--- src/rtl/fcmp_pkg.sv ---
package fcmp_pkg;
  typedef enum logic [2:0] {
    OP_SCMP_Q = 3'd0,
    OP_SCMP_S = 3'd1,
    OP_VEQ    = 3'd2,
    OP_VGE    = 3'd3,
    OP_VGT    = 3'd4,
    OP_VAGE   = 3'd5,
    OP_VAGT   = 3'd6,
    OP_NONE   = 3'd7
  } fcmp_op_e;

  typedef enum logic [1:0] {
    REL_EQ,
    REL_LT,
    REL_GT,
    REL_UN
  } fcmp_rel_e;

  // N,Z,C,V
  localparam logic [3:0] FL_EQ = 4'b0110;
  localparam logic [3:0] FL_LT = 4'b1000;
  localparam logic [3:0] FL_GT = 4'b0010;
  localparam logic [3:0] FL_UN = 4'b0011;
endpackage

--- src/rtl/fcmp_classify.sv ---
module fcmp_classify #(
  parameter int EXP_W = 5,
  parameter int MAN_W = 10,
  localparam int W = 1 + EXP_W + MAN_W
) (
  input  logic [W-1:0] val_i,
  input  logic         flush_i,
  input  logic         abs_i,
  output logic         nan_o,
  output logic         snan_o,
  output logic         zero_o,
  output logic [W-1:0] key_o
);
  logic [EXP_W-1:0] exp_f;
  logic [MAN_W-1:0] man_f;
  logic [W-2:0]     mag;
  logic             sgn;

  assign exp_f  = val_i[W-2 -: EXP_W];
  assign man_f  = val_i[MAN_W-1:0];
  assign nan_o  = (&exp_f) && (|man_f);
  assign snan_o = nan_o && !man_f[MAN_W-1];
  assign sgn    = abs_i ? 1'b0 : val_i[W-1];

  always_comb begin
    mag = val_i[W-2:0];
    if (flush_i && (exp_f == '0)) mag = '0;
  end

  assign zero_o = (mag == '0);
  // monotonic unsigned ordering key for sign-magnitude values
  assign key_o  = sgn ? {1'b0, ~mag} : {1'b1, mag};
endmodule

--- src/rtl/fcmp_relate.sv ---
module fcmp_relate
  import fcmp_pkg::*;
#(
  parameter int W = 16
) (
  input  logic         nan_a_i,
  input  logic         nan_b_i,
  input  logic         zero_a_i,
  input  logic         zero_b_i,
  input  logic [W-1:0] key_a_i,
  input  logic [W-1:0] key_b_i,
  output fcmp_rel_e    rel_o
);
  always_comb begin
    if (nan_a_i || nan_b_i)        rel_o = REL_UN;
    else if (zero_a_i && zero_b_i) rel_o = REL_EQ;
    else if (key_a_i == key_b_i)   rel_o = REL_EQ;
    else if (key_a_i < key_b_i)    rel_o = REL_LT;
    else                           rel_o = REL_GT;
  end
endmodule

--- src/rtl/fcmp_unit.sv ---
module fcmp_unit
  import fcmp_pkg::*;
#(
  parameter int EXP_W = 5,
  parameter int MAN_W = 10,
  localparam int W = 1 + EXP_W + MAN_W
) (
  input  logic         clk_i,
  input  logic         rst_ni,
  input  logic         valid_i,
  input  logic [2:0]   op_i,
  input  logic         flush_i,
  input  logic [W-1:0] a_i,
  input  logic [W-1:0] b_i,
  output logic [3:0]   flags_o,
  output logic [W-1:0] mask_o,
  output logic         invalid_o
);
  fcmp_op_e  op;
  fcmp_rel_e rel;
  logic      abs_mode, fire, quiet_mode, test_ok, is_vec;
  logic [1:0]   nan_v, snan_v, zero_v;
  logic [W-1:0] key_v [2];
  logic [W-1:0] opnd_v [2];
  logic [3:0]   flags_n;
  logic [W-1:0] mask_n;
  logic         inv_n;

  assign op         = fcmp_op_e'(op_i);
  assign abs_mode   = (op == OP_VAGE) || (op == OP_VAGT);
  assign quiet_mode = (op == OP_SCMP_Q) || (op == OP_VEQ);
  assign is_vec     = (op != OP_SCMP_Q) && (op != OP_SCMP_S);
  assign fire       = valid_i && (op != OP_NONE);
  assign opnd_v[0]  = a_i;
  assign opnd_v[1]  = b_i;

  for (genvar g = 0; g < 2; g++) begin : g_cls
    fcmp_classify #(.EXP_W(EXP_W), .MAN_W(MAN_W)) u_cls (
      .val_i  (opnd_v[g]),
      .flush_i(flush_i),
      .abs_i  (abs_mode),
      .nan_o  (nan_v[g]),
      .snan_o (snan_v[g]),
      .zero_o (zero_v[g]),
      .key_o  (key_v[g])
    );
  end

  fcmp_relate #(.W(W)) u_rel (
    .nan_a_i (nan_v[0]),
    .nan_b_i (nan_v[1]),
    .zero_a_i(zero_v[0]),
    .zero_b_i(zero_v[1]),
    .key_a_i (key_v[0]),
    .key_b_i (key_v[1]),
    .rel_o   (rel)
  );

  always_comb begin
    unique case (rel)
      REL_EQ:  flags_n = FL_EQ;
      REL_LT:  flags_n = FL_LT;
      REL_GT:  flags_n = FL_GT;
      default: flags_n = FL_UN;
    endcase
    unique case (op)
      OP_VEQ:          test_ok = (rel == REL_EQ);
      OP_VGE, OP_VAGE: test_ok = (rel == REL_EQ) || (rel == REL_GT);
      OP_VGT, OP_VAGT: test_ok = (rel == REL_GT);
      default:         test_ok = 1'b0;
    endcase
    mask_n = (is_vec && test_ok) ? '1 : '0;
    inv_n  = quiet_mode ? (|snan_v) : (|nan_v);
  end

  always_ff @(posedge clk_i or negedge rst_ni) begin
    if (!rst_ni) begin
      flags_o   <= '0;
      mask_o    <= '0;
      invalid_o <= 1'b0;
    end else if (fire) begin
      flags_o   <= flags_n;
      mask_o    <= mask_n;
      invalid_o <= invalid_o | inv_n;
    end
  end

  // assertions
  logic a_nan_port;
  assign a_nan_port = (&a_i[W-2 -: EXP_W]) && (|a_i[MAN_W-1:0]);

  assert_nan_unordered_R4: assert property (@(posedge clk_i) disable iff (!rst_ni)
    (valid_i && op_i != 3'd7 && a_nan_port) |=> (flags_o == 4'b0011));

  assert_mask_form_R5: assert property (@(posedge clk_i) disable iff (!rst_ni)
    (mask_o == '0) || (mask_o == '1));

  assert_invalid_sticky_R8: assert property (@(posedge clk_i) disable iff (!rst_ni)
    invalid_o |=> invalid_o);

  assert_hold_idle_R10: assert property (@(posedge clk_i) disable iff (!rst_ni)
    !(valid_i && op_i != 3'd7) |=> ($stable(flags_o) && $stable(mask_o) && $stable(invalid_o)));

  assert_flag_code_R1: assert property (@(posedge clk_i) disable iff (!rst_ni)
    (flags_o == 4'b0000) || (flags_o == 4'b0110) || (flags_o == 4'b1000) ||
    (flags_o == 4'b0010) || (flags_o == 4'b0011));

  assert_scalar_nomask_R5: assert property (@(posedge clk_i) disable iff (!rst_ni)
    (valid_i && op_i <= 3'd1) |=> (mask_o == '0));
endmodule

--- config.mk ---
export PLATFORM = sky130hd
export DESIGN_NAME = fcmp_unit
export DESIGN_NICKNAME = d
export VERILOG_FILES = /design/src/rtl/fcmp_pkg.sv /design/src/rtl/fcmp_classify.sv /design/src/rtl/fcmp_relate.sv /design/src/rtl/fcmp_unit.sv
export SDC_FILE = /design/constraint.sdc
export NUM_CORES = 1
export LEC_CHECK = 0
export BUFFER_PORTS_ARGS = -buffer_cell sky130_fd_sc_hd__buf_2
export CAP_MARGIN = 20
export CORE_MARGIN = 3
export CORE_UTILIZATION = 47
export DETAILED_ROUTE_END_ITERATION = 8
export PLACE_DENSITY = 0.81
export SETUP_SLACK_MARGIN = 0.4
export SLEW_MARGIN = 20
export SYNTH_ARGS = -nofsm -noshare
export SYNTH_HDL_FRONTEND = slang
export SYNTH_SLANG_ARGS = --single-unit
--- constraint.sdc ---
create_clock -name clk_i -period 1.25 [get_ports clk_i]
set_clock_uncertainty 0.15 [all_clocks]
set_input_delay 0.25 -clock clk_i [delete_from_list [all_inputs] [get_ports clk_i]]
set_output_delay 0.25 -clock clk_i [all_outputs]
set_load 0.05 [all_outputs]
==> flow_metrics.tcl, run 1 <==
set metrics [dict create \
    status "did not finish" \
    stop_stage "4_1_cts" \
    error "[ERROR DPL-0033] detailed placement checks failed during check placement." \
    gp_congestion 0.852 \
    seq_area_frac_synth 0.122 \
    numCtsBuffers 3 \
    dpl.hpwl_um 3520 \
    postCtsHoldBufs 1 \
    netlist_top_cells_area "ha_1 (16%), dfrtp_1 (12%), xor2_1 (12%), xnor2_1 (11%), buf_4 (9.2%)" \
    cts-resized-gates 88 \
    start_util 0.525 \
    pin_count 60 \
    cts.path.max_buffers 2 \
    avgSynthCellArea_sq_um 7.58 \
    synth_top_area_frac 0.163 \
    dieWidth_um 57.1 \
    die_h_um 57.1 \
    synth_top_cell_by_area "ha_1" \
    syn_nets 217 \
    portBuffers 59 \
    place_area_sq_mm 0.00185 \
    synthCells 162 \
    cts_setup_buffers 10 \
    rows 17 \
    cts_sinks 6 \
    yosysWarningCount 0 \
    netlist_area_sq_mm 0.00123 \
    htree_levels 1 \
    ys_seq_elements 6 \
    synth_cell_types 32 \
    cts_root_buffer "clkbuf_4" \
]
## synthesized netlist by cell type
library cell and instances:
nand2_1 29, buf_4 15, nor2b_1 1, inv_1 3
xor2_1 17, o31ai_1 1, a22o_1 1, a311oi_1 1
o22ai_1 1, a31o_2 1, ha_1 16, o221ai_1 1
a221o_1 1, a21oi_1 8, dfrtp_1 6, buf_2 2
mux2i_1 1, o31a_2 1, o311ai_0 1, nor4_1 5
nand3_1 5, nor3_1 3, xnor2_1 15, a21o_1 3
and2_1 1, o21a_1 1, or4_1 1, nor2_1 9
and3_1 2, o21ai_0 2, nand2b_1 2, nand4_1 6
## cell families after synthesis
kind of cell               after synthesis  share of synthesized area
muxes                                    1                    0.00815
xor gates and xnor gates                32                      0.228
adders and majority gates               16                      0.163
and+or+nand+nor                         64                      0.241
buffers and inverters                   20                      0.109
DFF                                      6                      0.122
AOI/OAI and AO/OA                       23                      0.128
## through the flow
stage / setup WS [ps] / hold slack [ps] / util / std cells
after global placement: -1730 / -78.9 / 0.791 / 272
after detailed placement: -1810 / -72.6 / 0.791 / 272
after floorplan: -1470 / -196 / - / 162
==> run 2, diff against run 1 <==
- CORE_AREA: not set -> 3 3 64 66
- CORE_MARGIN: 3 -> not set
- CORE_UTILIZATION: 47 -> not set
- DIE_AREA: not set -> 0 0 67 69
- PLACE_DENSITY: 0.81 -> not set
- PLACE_DENSITY_LB_ADDON: not set -> 0.15
- SETUP_SLACK_MARGIN: 0.4 -> not set
==> run 2 against run 1 <==
The flow now finishes, with violations (setup timing); area after synthesis is the same; synthesized cell count unchanged.
==> flow_metrics.tcl, run 2 <==
set metrics [dict create \
    status "finished, violations left" \
    violations "setup timing" \
    cp_max_fo 5 \
    relSlewSlack 0.741 \
    clkTransAtPathRegs_ps 40 \
    largest_reg_flops 4 \
    vias 1481 \
    synth_edf_count 0 \
    p_sw_w 0.00109 \
    power_w 0.00232 \
    pin_count 60 \
    wl_met3_um 202 \
    internal-power_w 0.00123 \
    detail-route-antenna-nets 0 \
    yosysWarningCount 0 \
    viasPerCell 4.86 \
    m1WireLength_um 1690 \
    hold_violations 0 \
    track_usage 0.178 \
    drt-total-wl_um 4360 \
    first_pass_iters 4 \
    grt_max_degree 17 \
    dr.max_layer_used "met4" \
    synthFlopType "dfrtp_1" \
    grt_setup_unrepaired "yes" \
    synth_cell_types 32 \
    post_route_cells_drive_above_1_share 0.545 \
    netlist_area_sq_mm 0.00123 \
    wl_met2_um 2430 \
    peakVddDrop_uv 455 \
    period_needed_ps 2890 \
    fp.coreArea_sq_mm 0.00363 \
    cts_sinks 6 \
    drtIter0Drc 28 \
    grt_antenna_before_repair 0 \
    clock_latency_ps 220 \
    htree_levels 1 \
    final_max_slew_viol_count 0 \
    nFillCells 320 \
    dieWidth_um 67 \
    avgSynthCellArea_sq_um 7.58 \
    grt_pass1_vias 1502 \
    dpl.hpwl_um 3110 \
    fmax_ghz 0.346 \
    hold_class "input port to asynchronous set/reset pin" \
    worst_slack_ps -1640 \
    drv_cap 0 \
    synth_commonest_cells "nand2_1 (29), xor2_1 (17), ha_1 (16)" \
    r2r-start "mask_o[14]" \
    p_seq_frac 0.109 \
    synthCells 162 \
    r2r_end "mask_o[14]" \
    reg.largest.list "flags_o: 4 flops, invalid_o: 1 flops, mask_o: 1 flops" \
    insertedDiodeCount 0 \
    p_leak_nw 1.17 \
    cts_tree "yes" \
    cts_root_buffer "clkbuf_8" \
    synth_top_area_frac 0.163 \
    fin_nets 313 \
    reg2reg_depth 3 \
    final_core_util 0.662 \
    async_flop_share 1.00 \
    cp.arrival_ps 2860 \
    power_density_mw_per_mm2 965 \
    remaining_drc_errors 0 \
    worstPathRequired_ps 1220 \
    portBuffers 59 \
    wl_per_cell_um 14.3 \
    switching_share 0.469 \
    r2r_slack_ps -120 \
    setup-violations-final 22 \
    post-route-period-util 2.31 \
    regMostFlops "flags_o" \
    seq_area_frac_synth 0.122 \
    layout_commonest_cell "buf_4" \
    syn_to_final_growth_pct 95.7 \
    startpoint_type "input port" \
    grt-ovfl-total 0 \
    cts.path.max_buffers 2 \
    timing.hold.ws_ps 222 \
    netlist_top_cells_area "ha_1 (16%), dfrtp_1 (12%), xor2_1 (12%), xnor2_1 (11%), buf_4 (9.2%)" \
    gp_congestion 0.904 \
    syn_nets 217 \
    start_util 0.338 \
    cp-end-kind "flop" \
    grt_pass1_wl_um 6540 \
    rows 22 \
    tightest_slew_ps 383 \
    worst-setup-path-type "input port to flop" \
    final_cell_mix "buf_4 (35), buf_2 (34), nand2_1 (23)" \
    ys_seq_elements 6 \
    synth_top_cell_by_area "ha_1" \
    p_clk_frac 0.137 \
    numCtsBuffers 3 \
    dieArea_sq_mm 0.00462 \
    die_h_um 69 \
    pwr-share-comb 0.753 \
    yosysMostFrequentCell "nand2_1" \
]
run 2: per-layer routing:
layer	GRT usage	up-vias
li1	-	747
met1	0.208	687
met2	0.332	44
met3	0.00489	3
met4	0.0608	0
met5	0	-
run 2: worst max-delay path by stage:
stage	startpoint	slack [ps]	endpoint
2_1_floorplan	a_i[14]	-1470	mask_o[14]
3_3_place_gp	a_i[14]	-1780	mask_o[14]
3_5_place_dp	a_i[14]	-1810	mask_o[14]
4_1_cts	a_i[14]	-1540	mask_o[14]
5_1_grt	a_i[14]	-1750	mask_o[14]
6_report	a_i[14]	-1640	mask_o[14]
run 2: cell families after synthesis:
| kind of cell | after synthesis | synth area share |
|---|---|---|
| simple gates | 64 | 0.241 |
| fa+ha+maj | 16 | 0.163 |
| compound gates | 23 | 0.128 |
| buf+inv | 20 | 0.109 |
| xor+xnor | 32 | 0.228 |
| flops | 6 | 0.122 |
| mux | 1 | 0.00815 |
run 2: stage by stage:
stage	std cells	TNS, ps	instance area (sq um)	setup slack (ps)
5_1_grt	305	-10770	2400	-1750
3_5_place_dp	293	-7980	1860	-1810
4_1_cts	304	-9000	2220	-1540
6_report	305	-9900	2400	-1640
2_1_floorplan	162	-5500	1290	-1470
3_3_place_gp	293	-7740	1860	-1780
run 2: worst max-delay path, cell delays in order:
cell and delay (ps):
buf_6 90, or4_4 530, nor2_4 180, nand2_4 120
nand2_2 90, xor2_1 180, ha_1 280, nand4_1 210
o221ai_2 160, a311oi_2 330, o31ai_2 110, a221o_1 320
run 2: layout make-up:
class	count	area, sq um	area share
multi-input combinational	137	1160	0.482
sequential	6	154	0.0640
timing repair buffer	107	975	0.405
clock buffer	4	45.0	0.0187
tap	48	60.1	0.0250
inverter	3	11.3	0.00468
run 2: power by group through the flow:
stage / clock, W / sequential, W / combinational [W]
finish: 0.000319 / 0.000254 / 0.00175
global route: 0.000344 / 0.000257 / 0.00186
CTS: 0.000321 / 0.000250 / 0.00155
detailed placement: 0 / 0.000264 / 0.00125
global placement: 0 / 0.000261 / 0.00123
floorplan: 0 / 0.000373 / 0.000843
run 2: what timing repair did:
action,in CTS,in global routing
gates cloned,1,0
hold endpoints to repair,6,0
endpoints found under the setup margin,23,24
resized for setup,69,38
setup buffers,5,1
pin swaps,17,13
hold buffers,1,0
No activity file was read; power rests on OpenSTA's default activity.
==> run 3, diff against run 2 <==
--- a/config.mk
+++ b/config.mk
@@ -12,5 +12,4 @@
 export DIE_AREA = 0 0 67 69
 export PLACE_DENSITY_LB_ADDON = 0.15
-export SLEW_MARGIN = 20
 export SYNTH_ARGS = -nofsm -noshare
 export SYNTH_HDL_FRONTEND = slang
==> constraint.sdc (replaced) <==
create_clock -name clk_i -period 1.25 [get_ports clk_i]
set_clock_uncertainty 0.15 [all_clocks]
set_input_delay 0.0625 -clock clk_i [delete_from_list [all_inputs] [get_ports clk_i]]
set_output_delay 0.0625 -clock clk_i [all_outputs]
set_load 0.05 [all_outputs]
==> run 3 against run 2 <==
The flow still finishes with violations (setup timing); worst hold slack got worse by 180 ps; via count down 4.4%; combinational power is 25% lower.
==> flow_metrics.tcl, run 3 (synthesized netlist as in run 2, its figures left out) <==
set metrics [dict create \
    pwr-share-comb 0.706 \
    fmax_ghz 0.373 \
    cts_sinks 6 \
    post_route_cells_drive_above_1_share 0.500 \
    setup.worst_path.end "mask_o[14]" \
    post-place-ws_ps -1710 \
    die_h_um 69 \
    tightest_slew_ps 385 \
    crit_path_top_delay_cell "or4_4" \
    fin_nets 303 \
    p_sw_w 0.000954 \
    p_seq_frac 0.139 \
    wl_per_cell_um 13.4 \
    path_cells "buf_6 -> or4_4 -> nor2_4 -> nand2_4 -> nand2_1 -> xor2_1 -> ha_1 -> nand4_1 -> nor4_4 -> a31o_2 -> o31a_4 -> nor3_1 -> a221o_1" \
    grt_pass1_wl_um 6220 \
    period_needed_ps 2680 \
    cp.arrival_ps 2630 \
    final_cell_mix "buf_2 (57), buf_4 (32), nand2_1 (22)" \
    cts_root_buffer "clkbuf_8" \
    regMostFlops "flags_o" \
    power_density_mw_per_mm2 942 \
    violations "setup timing" \
    fp.coreArea_sq_mm 0.00363 \
    setup-violations-final 21 \
    grt_max_degree 18 \
    grt-ovfl-total 0 \
    pin_count 60 \
    cp_top_family "simple AND/OR/NAND/NOR gates" \
    start_util 0.338 \
    vias 1416 \
    cp_max_fo 5 \
    nFillCells 371 \
    reg2reg_depth 1 \
    post-route-period-util 2.15 \
    detail-route-antenna-nets 0 \
    grt_setup_unrepaired "yes" \
    p_leak_nw 1.04 \
    htree_levels 1 \
    numCtsBuffers 3 \
    slowest_delay_ps 540 \
    remaining_drc_errors 0 \
    final_max_slew_viol_count 0 \
    dpl.hpwl_um 3110 \
    grt_pass1_vias 1380 \
    startpoint_type "input port" \
    final_cell_area_sq_mm 0.00197 \
    status "finished, violations left" \
    switching_share 0.515 \
    p_clk_frac 0.156 \
    r2r-start "mask_o[14]" \
    dieArea_sq_mm 0.00462 \
    dieWidth_um 67 \
    drt-total-wl_um 3930 \
    internal-power_w 0.000899 \
    hold_violations 0 \
    place_area_sq_mm 0.00175 \
    final_core_util 0.541 \
    largest_reg_flops 4 \
    peakVddDrop_uv 381 \
    r2r_end "mask_o[14]" \
    first_pass_iters 4 \
    grt_antenna_before_repair 0 \
    drv_cap 0 \
    viasPerCell 4.82 \
    clkTransAtPathRegs_ps 40 \
    cts_tree "yes" \
    worst-setup-path-type "input port to flop" \
    gp_congestion 0.848 \
    insertedDiodeCount 0 \
    worstPathRequired_ps 1200 \
    worst_slack_ps -1430 \
    cp-end-kind "flop" \
    syn_to_final_growth_pct 60.1 \
    clock_latency_ps 220 \
    portBuffers 59 \
    crit_path_start "a_i[14]" \
    track_usage 0.167 \
    r2r_slack_ps 110 \
    cts.path.max_buffers 2 \
    reg.largest.list "flags_o: 4 flops, invalid_o: 1 flops, mask_o: 1 flops" \
    rows 22 \
    cp.depth 13 \
    drtIter0Drc 52 \
    critPathBufInv 1 \
    layout_commonest_cell "buf_2" \
    relSlewSlack 0.743 \
    hold_class "input port to asynchronous set/reset pin" \
]
## run 3: changes by cell type in the layout (fill, tap and decap cells not counted), moves of 4 or more
cell	before	now
buf_12	8	2
buf_2	34	57
buf_6	15	5
buf_8	13	0
nand2_2	3	7
## run 3: metrics by stage
step / setup TNS (ps) / cells / hold slack (ps) / total power [W]
after floorplan: -6420 / 162 / -383 / 0.00121
after global placement: -6790 / 283 / -265 / 0.00147
after detailed placement: -7230 / 283 / -255 / 0.00150
after CTS: -7440 / 294 / 40.2 / 0.00185
after global routing: -9220 / 294 / 55.2 / 0.00199
final: -6920 / 294 / 41.2 / 0.00185
## run 3: cell type report
type	count	area, sq um	area share
clock buffer	3	41.3	0.0210
inverter	3	11.3	0.00573
multi-input combinational	137	1070	0.545
sequential	6	150	0.0763
tap	48	60.1	0.0305
timing repair buffer	97	632	0.321
## run 3: repair_timing
item	4_1_cts	5_1_grt
setup endpoints to repair	22	22
gates resized for setup	16	9
cloned	1	0
hold buffers	1	0
pin swaps	10	11
setup buffers	6	0
endpoints found under the hold margin	6	0
## run 3: worst min path at each step
stage,from,to,cells after the start
detailed placement,rst_ni,flags_o[2],1
global route,rst_ni,flags_o[2],2
floorplan,rst_ni,flags_o[0],0
CTS,rst_ni,flags_o[2],2
finish,rst_ni,flags_o[2],2
global placement,rst_ni,flags_o[2],1
## run 3: layer usage
layer	track usage	vias to the layer above	wire, um	share of wire
li1	-	727	-	-
met1	0.204	641	1630	0.41
met2	0.306	44	2050	0.52
met3	0.0244	4	224	0.057
met4	0.0248	0	27	0.0069
met5	0	-	0	0
## run 3: power by group through the flow
stage / clock network [W] / registers [W] / logic (W)
after CTS: 0.000297 / 0.000259 / 0.00129
after global placement: 0 / 0.000258 / 0.00121
after floorplan: 0 / 0.000369 / 0.000841
final: 0.000288 / 0.000257 / 0.00131
after global routing: 0.000308 / 0.000265 / 0.00142
after detailed placement: 0 / 0.000260 / 0.00124
==> run 4, diff against run 3 <==
- BUFFER_PORTS_ARGS: -buffer_cell sky130_fd_sc_hd__buf_2 -> not set
- DONT_BUFFER_PORTS: not set -> 1
- MAX_ROUTING_LAYER: not set -> met4
==> run 4 against run 3 <==
The run ends with hold timing, setup timing left; total power shrank 7.9%; cell count shrank 24%; via count shrank 18%; global-route usage shrank 1.8 points; register-to-register slack lost 110 ps; critical path type unchanged.
==> flow_metrics.tcl, run 4 (synthesized netlist as in run 2, its figures left out) <==
set metrics [dict create \
    status "finished, violations left" \
    violations "hold timing, setup timing" \
    worst_slack_ps -1360 \
    die_h_um 69 \
    power_w 0.00171 \
    gp_congestion 0.867 \
    grt_pass1_wl_um 5420 \
    crit_path_top_delay_cell "or4_4" \
    largest_reg_flops 4 \
    drtIter0Drc 28 \
    viasPerCell 5.19 \
    wl_per_cell_um 15.4 \
    drt-total-wl_um 3430 \
    htree_levels 1 \
    track_usage 0.149 \
    detail-route-antenna-nets 0 \
    dieArea_sq_mm 0.00462 \
    layout_commonest_cell "nand2_1" \
    post-route-period-util 2.09 \
    worst-setup-path-type "input port to flop" \
    startpoint_type "input port" \
    grt_setup_unrepaired "yes" \
    hold_violations 4 \
    timing.hold.ws_ps -11.4 \
    portBuffers 0 \
    drv_cap 0 \
    rows 22 \
    final_cell_area_sq_mm 0.00156 \
    relSlewSlack 0.758 \
    final_core_util 0.429 \
    grt_max_degree 17 \
    fp.coreArea_sq_mm 0.00363 \
    period_needed_ps 2610 \
    hold_class "input port to flop" \
    post-place-ws_ps -1540 \
    power_density_mw_per_mm2 1090 \
    worstPathRequired_ps 1200 \
    setup-tns-final_ps -5940 \
    critPathBufInv 0 \
    path_cells "or4_4 -> nor2_4 -> nand2_4 -> nand2_1 -> xor2_1 -> ha_1 -> nand4_1 -> nor4_4 -> a31o_2 -> o31a_4 -> nor3_1 -> a221o_1" \
    regMostFlops "flags_o" \
    fin_nets 231 \
    peakVddDrop_uv 406 \
    dpl.hpwl_um 2820 \
    numCtsBuffers 3 \
    p_leak_nw 0.722 \
    final_max_slew_viol_count 0 \
    dieWidth_um 67 \
    grt_antenna_before_repair 0 \
    clkTransAtPathRegs_ps 40 \
    cp_max_fo 10 \
    cts_sinks 6 \
    reg.largest.list "flags_o: 4 flops, invalid_o: 1 flops, mask_o: 1 flops" \
    post_route_cells_drive_above_1_share 0.251 \
    pin_count 60 \
    grt-ovfl-total 0 \
    clock_latency_ps 220 \
    cts.path.max_buffers 2 \
    start_util 0.338 \
    fmax_ghz 0.383 \
    setup-violations-final 14 \
    cp.arrival_ps 2560 \
    cp-end-kind "flop" \
    tightest_slew_ps 358 \
    first_pass_iters 4 \
    place_area_sq_mm 0.00140 \
    insertedDiodeCount 0 \
    cts_root_buffer "clkbuf_8" \
    remaining_drc_errors 0 \
    syn_to_final_growth_pct 27.0 \
    vias 1158 \
    grt_pass1_vias 1219 \
    final_cell_mix "nand2_1 (25), buf_4 (20), xor2_1 (17)" \
    cp_top_family "simple AND/OR/NAND/NOR gates" \
    cts_tree "yes" \
    slowest_delay_ps 530 \
]
run 4: cell types whose count changed in the layout (fill, tap and decap cells not counted), moves of 2 or more:
| cell | delta |
|---|---|
| buf_2 | -57 |
| buf_4 | -12 |
| buf_6 | -5 |
| nand2_1 | +3 |
| nand2_2 | -4 |
| nand3_1 | +2 |
| nand3_2 | -2 |
run 4: repair_timing:
item,in CTS,in global routing
hold buffers,2,0
endpoints found under the hold margin,9,0
endpoints found under the setup margin,20,15
pin swaps,0,7
buffers inserted,1,5
gates resized for setup,1,10
run 4: final timing paths:
kind / slack (ps) / to / startpoint / cells past startpoint
setup / recovery: -1360 / mask_o[14] / a_i[14] / 12
hold / removal: -10 / invalid_o / b_i[9] / 3
setup reg to reg: 0 / mask_o[14] / mask_o[14] / 2
hold reg to reg: 320 / invalid_o / invalid_o / 1
max in group asynchronous: 710 / mask_o[14] / rst_ni / 1
min in group asynchronous: 0 / flags_o[2] / rst_ni / 1
run 4: tightest hold or removal path, delay by kind of cell:
family | cells | cell delay (ps)
AO/OA/AOI/OAI | 2 | 190
AND/OR/NAND/NOR | 1 | 70
run 4: per-stage QoR:
stage,instances,hold slack (ps)
finish,223,-11.4
global route,223,14.3
CTS,218,3.65
detailed placement,211,-383
global placement,211,-383
floorplan,162,-383
run 4: final cells by class:
class / count / area [sq um]
fillers: 393 / 2070
flip-flops and latches: 6 / 154
multi-input cells: 136 / 1030
well taps: 48 / 60.1
repair buffers: 26 / 258
clock buffers: 4 / 45.0
inverters: 3 / 11.3
run 4: where the power goes:
group	switching [W]	internal, W	total, W	leakage, nW
clock network	0.0000836	0.000219	0.000303	0.0228
logic	0.000768	0.000379	0.00115	0.629
registers	0.0000265	0.000230	0.000256	0.0711
run 4: layer usage:
metal  share of wire  vias to the layer above  track usage
met4               0                        0       0.0293
li1                -                      583            -
met3           0.077                        0       0.0293
met5               0                        -            -
met2            0.51                       30        0.257
met1            0.41                      545        0.176
